### src/rtl/tx_trk_pkg.sv
// Package: shared register addresses and bit positions of the tracker.
package tx_trk_pkg;
    typedef enum logic [1:0] {
        ADDR_PROG = 2'd0,
        ADDR_STAT = 2'd1,
        ADDR_CTRL = 2'd2
    } trk_addr_e;

    localparam int NT_BIT  = 24;  // normal-termination flag in the status word
    localparam int IEN_BIT = 0;   // interrupt enable in the control word
endpackage

### src/rtl/trk_byte_counter.sv
// Bytes-done counter. Adds each beat's byte count, clears on restart and on
// the packet boundary in continuous mode. Assumes BEAT_W <= CNT_W.
module trk_byte_counter #(
    parameter int CNT_W  = 16,
    parameter int BEAT_W = 8
) (
    input  logic              clk,
    input  logic              rst_n,
    input  logic              beat_done,
    input  logic [BEAT_W-1:0] beat_bytes,
    input  logic              ctrl_restart,
    input  logic              wrap_pkt,
    output logic [CNT_W-1:0]  bytes_done
);
    // Next count: restart, packet wrap, beat accumulation, else hold.
    always_ff @(posedge clk) begin
        if (!rst_n)
            bytes_done <= '0;
        else if (ctrl_restart || wrap_pkt)
            bytes_done <= '0;
        else if (beat_done)
            bytes_done <= bytes_done + CNT_W'(beat_bytes);
    end
endmodule

### src/rtl/trk_packet_counter.sv
// Packets-done counter with its clear rules. It tracks whether a transfer
// is in flight and whether master enable dropped during it. Assumes the
// termination pulses are single-cycle.
module trk_packet_counter #(
    parameter int CNT_W = 16
) (
    input  logic             clk,
    input  logic             rst_n,
    input  logic             beat_done,
    input  logic             term_ok,
    input  logic             term_err,
    input  logic             cont_mode,
    input  logic             ctrl_restart,
    input  logic             master_en,
    output logic [CNT_W-1:0] pkts_done
);
    logic in_flight;
    logic drop_armed;
    logic drop_now;

    // Enable is low and was low since a transfer was in progress.
    assign drop_now = !master_en && (drop_armed || in_flight);

    // Transfer in flight: from the first beat to any end of packet.
    always_ff @(posedge clk) begin
        if (!rst_n)
            in_flight <= 1'b0;
        else if (ctrl_restart || term_ok || term_err)
            in_flight <= 1'b0;
        else if (beat_done)
            in_flight <= 1'b1;
    end

    // Remember an enable drop until the packet ends or the enable returns.
    always_ff @(posedge clk) begin
        if (!rst_n)
            drop_armed <= 1'b0;
        else
            drop_armed <= drop_now && !term_ok && !term_err && !ctrl_restart;
    end

    // Packet count: restart, enable-drop clear, continuous increment.
    always_ff @(posedge clk) begin
        if (!rst_n)
            pkts_done <= '0;
        else if (ctrl_restart)
            pkts_done <= '0;
        else if (term_ok && drop_now)
            pkts_done <= '0;
        else if (term_ok && cont_mode)
            pkts_done <= pkts_done + 1'b1;
    end
endmodule

### src/rtl/trk_status_reg.sv
// Sticky normal-termination flag with write-one-to-clear, the interrupt
// enable bit and the interrupt output. A hardware set beats a clear.
module trk_status_reg (
    input  logic clk,
    input  logic rst_n,
    input  logic set_nt,
    input  logic clr_nt,
    input  logic ien_we,
    input  logic ien_wdata,
    output logic nt,
    output logic ien,
    output logic irq
);
    // Flag: set has priority over the software clear.
    always_ff @(posedge clk) begin
        if (!rst_n)
            nt <= 1'b0;
        else if (set_nt)
            nt <= 1'b1;
        else if (clr_nt)
            nt <= 1'b0;
    end

    // Interrupt enable: plain read/write bit.
    always_ff @(posedge clk) begin
        if (!rst_n)
            ien <= 1'b0;
        else if (ien_we)
            ien <= ien_wdata;
    end

    assign irq = nt && ien;
endmodule

### src/rtl/tx_progress_tracker.sv
// Top: transmit packet progress and status tracker. Wires the counters and
// the status register, decodes register writes and muxes read data.
// Assumes DATA_W is even and wider than the flag position.
module tx_progress_tracker #(
    parameter int DATA_W = 32,
    parameter int BEAT_W = 8
) (
    input  logic                 clk,
    input  logic                 rst_n,
    input  logic                 beat_done,
    input  logic [BEAT_W-1:0]    beat_bytes,
    input  logic [DATA_W/2-1:0]  pkt_size,
    input  logic                 cont_mode,
    input  logic                 ctrl_restart,
    input  logic                 master_en,
    input  logic                 term_ok,
    input  logic                 term_err,
    input  logic                 reg_wr,
    input  logic [1:0]           reg_addr,
    input  logic [DATA_W-1:0]    reg_wdata,
    output logic [DATA_W-1:0]    reg_rdata,
    output logic                 irq
);
    import tx_trk_pkg::*;

    localparam int CNT_W = DATA_W / 2;

    logic [CNT_W-1:0] bytes_done;
    logic [CNT_W-1:0] pkts_done;
    logic             nt;
    logic             ien;
    logic             wr_stat;
    logic             wr_ctrl;
    logic             sig_unused;

    assign wr_stat    = reg_wr && (reg_addr == ADDR_STAT);
    assign wr_ctrl    = reg_wr && (reg_addr == ADDR_CTRL);
    assign sig_unused = ^{reg_wdata, pkt_size};

    trk_byte_counter #(.CNT_W(CNT_W), .BEAT_W(BEAT_W)) u_bytes (
        .clk          (clk),
        .rst_n        (rst_n),
        .beat_done    (beat_done),
        .beat_bytes   (beat_bytes),
        .ctrl_restart (ctrl_restart),
        .wrap_pkt     (term_ok && cont_mode),
        .bytes_done   (bytes_done)
    );

    trk_packet_counter #(.CNT_W(CNT_W)) u_pkts (
        .clk          (clk),
        .rst_n        (rst_n),
        .beat_done    (beat_done),
        .term_ok      (term_ok),
        .term_err     (term_err),
        .cont_mode    (cont_mode),
        .ctrl_restart (ctrl_restart),
        .master_en    (master_en),
        .pkts_done    (pkts_done)
    );

    trk_status_reg u_stat (
        .clk       (clk),
        .rst_n     (rst_n),
        .set_nt    (term_ok),
        .clr_nt    (wr_stat && reg_wdata[NT_BIT]),
        .ien_we    (wr_ctrl),
        .ien_wdata (reg_wdata[IEN_BIT]),
        .nt        (nt),
        .ien       (ien),
        .irq       (irq)
    );

    // Read mux: progress, status and control words; others read 0.
    always_comb begin
        reg_rdata = '0;
        case (reg_addr)
            ADDR_PROG: reg_rdata = {bytes_done, pkts_done};
            ADDR_STAT: reg_rdata[NT_BIT]  = nt;
            ADDR_CTRL: reg_rdata[IEN_BIT] = ien;
            default:   reg_rdata = '0;
        endcase
    end
endmodule

### config.mk
export PLATFORM = sky130hd
export DESIGN_NAME = tx_progress_tracker
export DESIGN_NICKNAME = d
export VERILOG_FILES = /design/src/rtl/tx_trk_pkg.sv /design/src/rtl/trk_byte_counter.sv /design/src/rtl/trk_packet_counter.sv /design/src/rtl/trk_status_reg.sv /design/src/rtl/tx_progress_tracker.sv
export SDC_FILE = /design/constraint.sdc
export NUM_CORES = 1
export LEC_CHECK = 0
export ABC_AREA = 1
export BUFFER_PORTS_ARGS = -buffer_cell sky130_fd_sc_hd__buf_2
export CORE_ASPECT_RATIO = 0.5
export CORE_MARGIN = 8
export CORE_UTILIZATION = 40
export DETAILED_ROUTE_END_ITERATION = 10
export GPL_TIMING_DRIVEN = 1
export HOLD_SLACK_MARGIN = 0.1
export PLACE_DENSITY_LB_ADDON = 0.12
export SLEW_MARGIN = 40
export SYNTH_ARGS = -nofsm -noshare
export SYNTH_HDL_FRONTEND = slang
export SYNTH_SLANG_ARGS = --single-unit
### constraint.sdc
create_clock -name clk -period 2 [get_ports clk]
set_input_delay 0.2 -clock clk [delete_from_list [all_inputs] [get_ports clk]]
set_output_delay 0.2 -clock clk [all_outputs]
set_load 0.05 [all_outputs]
==> reports/metrics.yaml <==
run_status:
  status: "finished clean"
detailed_routing:
  drtIter0Drc: 88
  dr_total_vias: 2520
  first_pass_iters: 4
  wirelength_um: 5990
  wire_per_inst_um: 11.7
  ant_nets: 0
  drc: 0
  avgViaCountPerCell: 4.91
placed_design:
  dpl_cell_area_sq_mm: 0.00268
  routabilityCongestion: 0.821
  port_buffers: 53
  place_ws_ns: 0.276
  hpwl_um: 4670
finish:
  antenna_cells: 0
  final_common_cell: "nand2_1"
  final_cell_mix: "nand2_1 (87), nor2_1 (71), inv_1 (62)"
  drive_above_1_share: 0.161
  fin_area_sq_mm: 0.00286
  area_growth_pct: 22.8
  nNetsFinal: 516
sta:
  fin_tns_setup_ns: 0
  period_share: 0.867
  slew_violations: 0
  clock.fmax_mhz: 577
  hold_violations: 0
  fin_ws_ns: 0.266
  rsz0062_at_grt: "false"
  max_slew.worst_pin.slew_ns: 0.449
  setup_viol: 0
  slew_headroom: 0.700
  finalClockSkew_ns: 0.00422
  post-route-min-period_ns: 1.73
power:
  static-leakage-power_nw: 1.33
  ir_drop_mv: 0.334
  power-per-cell-area_mw_per_mm2: 642
die:
  coreArea_sq_mm: 0.00554
  die_area_sq_mm: 0.00866
  start_util: 0.420
  ios: 100
  row_count: 19
  die_height_um: 69.9
  die_w_um: 124
synth:
  ys.flop_type: "dfxtp_1"
  ys_ff_latch: 36
  ys_seq_area_frac: 0.310
  synth_top_area_share: 0.310
  yosys_warnings: 0
  syn-num-nets: 458
  syn-instance-count: 381
  synth_area_per_cell_sq_um: 6.11
  syn_area_sq_mm: 0.00233
  synth-edff-count: 0
  ys_async_sr_fraction: 0
  synth.top_cells.by_area: "dfxtp_1 (31%), nand2_1 (14%), nor2_1 (11%)"
  ys_types: 29
  yosysTopAreaCell: "dfxtp_1"
grt:
  overflow: 0
  grt_pass1_wl_um: 10500
  first_global_vias: 2387
  grt_max_degree: 17
  grt_usage: 0.147
  antenna_found_initial: 0
setup_path:
  path_cells: "ha_1 -> fa_1 -> nand2_1 -> nand3_1 -> nand3_1 -> nand2_1 -> a21oi_1 -> nor2_1"
  path_buf_inv: 0
  critPathArrivalTime_ns: 1.91
  rr_endpoint: "u_bytes.bytes_done[12]"
  start_kind: "flop"
  cp.required_ns: 2.18
  r2r-start: "u_bytes.bytes_done[0]"
  crit_path_end_kind: "flop"
  startpoint: "u_bytes.bytes_done[0]"
  cp_top_family: "adder cells"
  crit_path_max_fanout: 4
  reg2reg_depth: 8
  max_stage_delay_ns: 0.43
  r2r_slack_ns: 0.27
  slowest_stage: "fa_1"
  crit_type: "reg2reg"
hold_path:
  hold_path_class: "in2reg"
  min_path_cells: 3
  hold_end: "u_stat.nt"
  min-delay-start: "rst_n"
clocking:
  clk_pin_slew_worst_paths_ns: 0.06
  cts_max_level: 2
  postCtsSetupBuffers: 0
  cts_tree: "yes"
  clock_latency_ns: 0.28
  cts_root_buf: "clkbuf_16"
  ctsResizeCount: 0
  cts_buffer_depth: 2
  clkSinkCount: 36
  numCtsBuffers: 5
flow_run:
  max-cap-violations: 0
flip-flops by register name, summed over array words and instances (netlist names):
name	count
u_pkts.pkts_done	16
u_stat.nt	1
u_pkts.in_flight	1
u_pkts.drop_armed	1
u_bytes.bytes_done	16
u_stat.ien	1
final cells by class:
type                    instances  area, sq um
clock inverters                 3         42.5
inverters                      64          240
flip-flops and latches         36          721
multi-input cells             275         1340
well taps                      73         91.3
clock buffers                   5          125
repair buffers                 57          298
fillers                       570         2680
worst max path at each step:
stage,endpoint,slack (ns),cells past startpoint
after global placement,u_bytes.bytes_done[12],0.29,9
final,u_bytes.bytes_done[12],0.27,8
after floorplan,reg_rdata[0],0.28,2
after detailed placement,u_bytes.bytes_done[12],0.28,9
after global routing,u_bytes.bytes_done[12],0.12,8
after CTS,u_bytes.bytes_done[12],0.27,8
layer usage:
layer,part of all wire,track usage,vias up
met5,0,0,-
li1,-,-,1323
met3,0.055,0.0465,8
met2,0.47,0.247,35
met4,0.013,0.0477,0
met1,0.46,0.172,1154
Yosys cell counts, types with 3 or more instances:
cell      count
inv_1        62
nor3_1        7
ha_1          9
nor2_1       71
nand4_1       5
nor4_1        3
nand2_1      87
clkbuf_1      4
dfxtp_1      36
o21ai_0       7
nand3_1      38
a21oi_1      30
power by group:
group / switching (mW) / leakage, nW / internal (mW)
Clock: 0.317 / 0.0798 / 0.585
Sequential: 0.00739 / 0.291 / 0.727
Combinational: 0.130 / 0.964 / 0.0681
Total: 0.454 / 1.33 / 1.38
tightest hold or removal path, stage by stage:
cell and delay (ns):
buf_2 0.09, inv_1 0.04, nor2_1 0.08
cell families after synthesis:
| logic type | count (synthesis) | synth area share |
|---|---|---|
| simple gates | 218 | 0.404 |
| buf+inv | 70 | 0.114 |
| compound gates | 43 | 0.100 |
| flops | 36 | 0.310 |
| fa+ha+maj | 10 | 0.0570 |
| xor+xnor | 4 | 0.0151 |
stage by stage:
| step | std cells | total power [mW] | hold slack, ns | util |
|---|---|---|---|---|
| 2_1_floorplan | 381 | 0.885 | 0.278 | - |
| 3_3_place_gp | 504 | 0.942 | 0.393 | 0.484 |
| 3_5_place_dp | 504 | 0.947 | 0.393 | 0.484 |
| 4_1_cts | 513 | 1.87 | 0.153 | 0.516 |
| 5_1_grt | 513 | 1.92 | 0.169 | 0.516 |
| 6_report | 513 | 1.83 | 0.159 | 0.516 |
repair_timing:
| item | CTS | global route |
|---|---|---|
| hold endpoints to repair | 1 | 0 |
| hold buffers | 1 | 0 |
| endpoints found under the setup margin | 0 | 0 |
No activity file was read; power rests on OpenSTA's default activity.
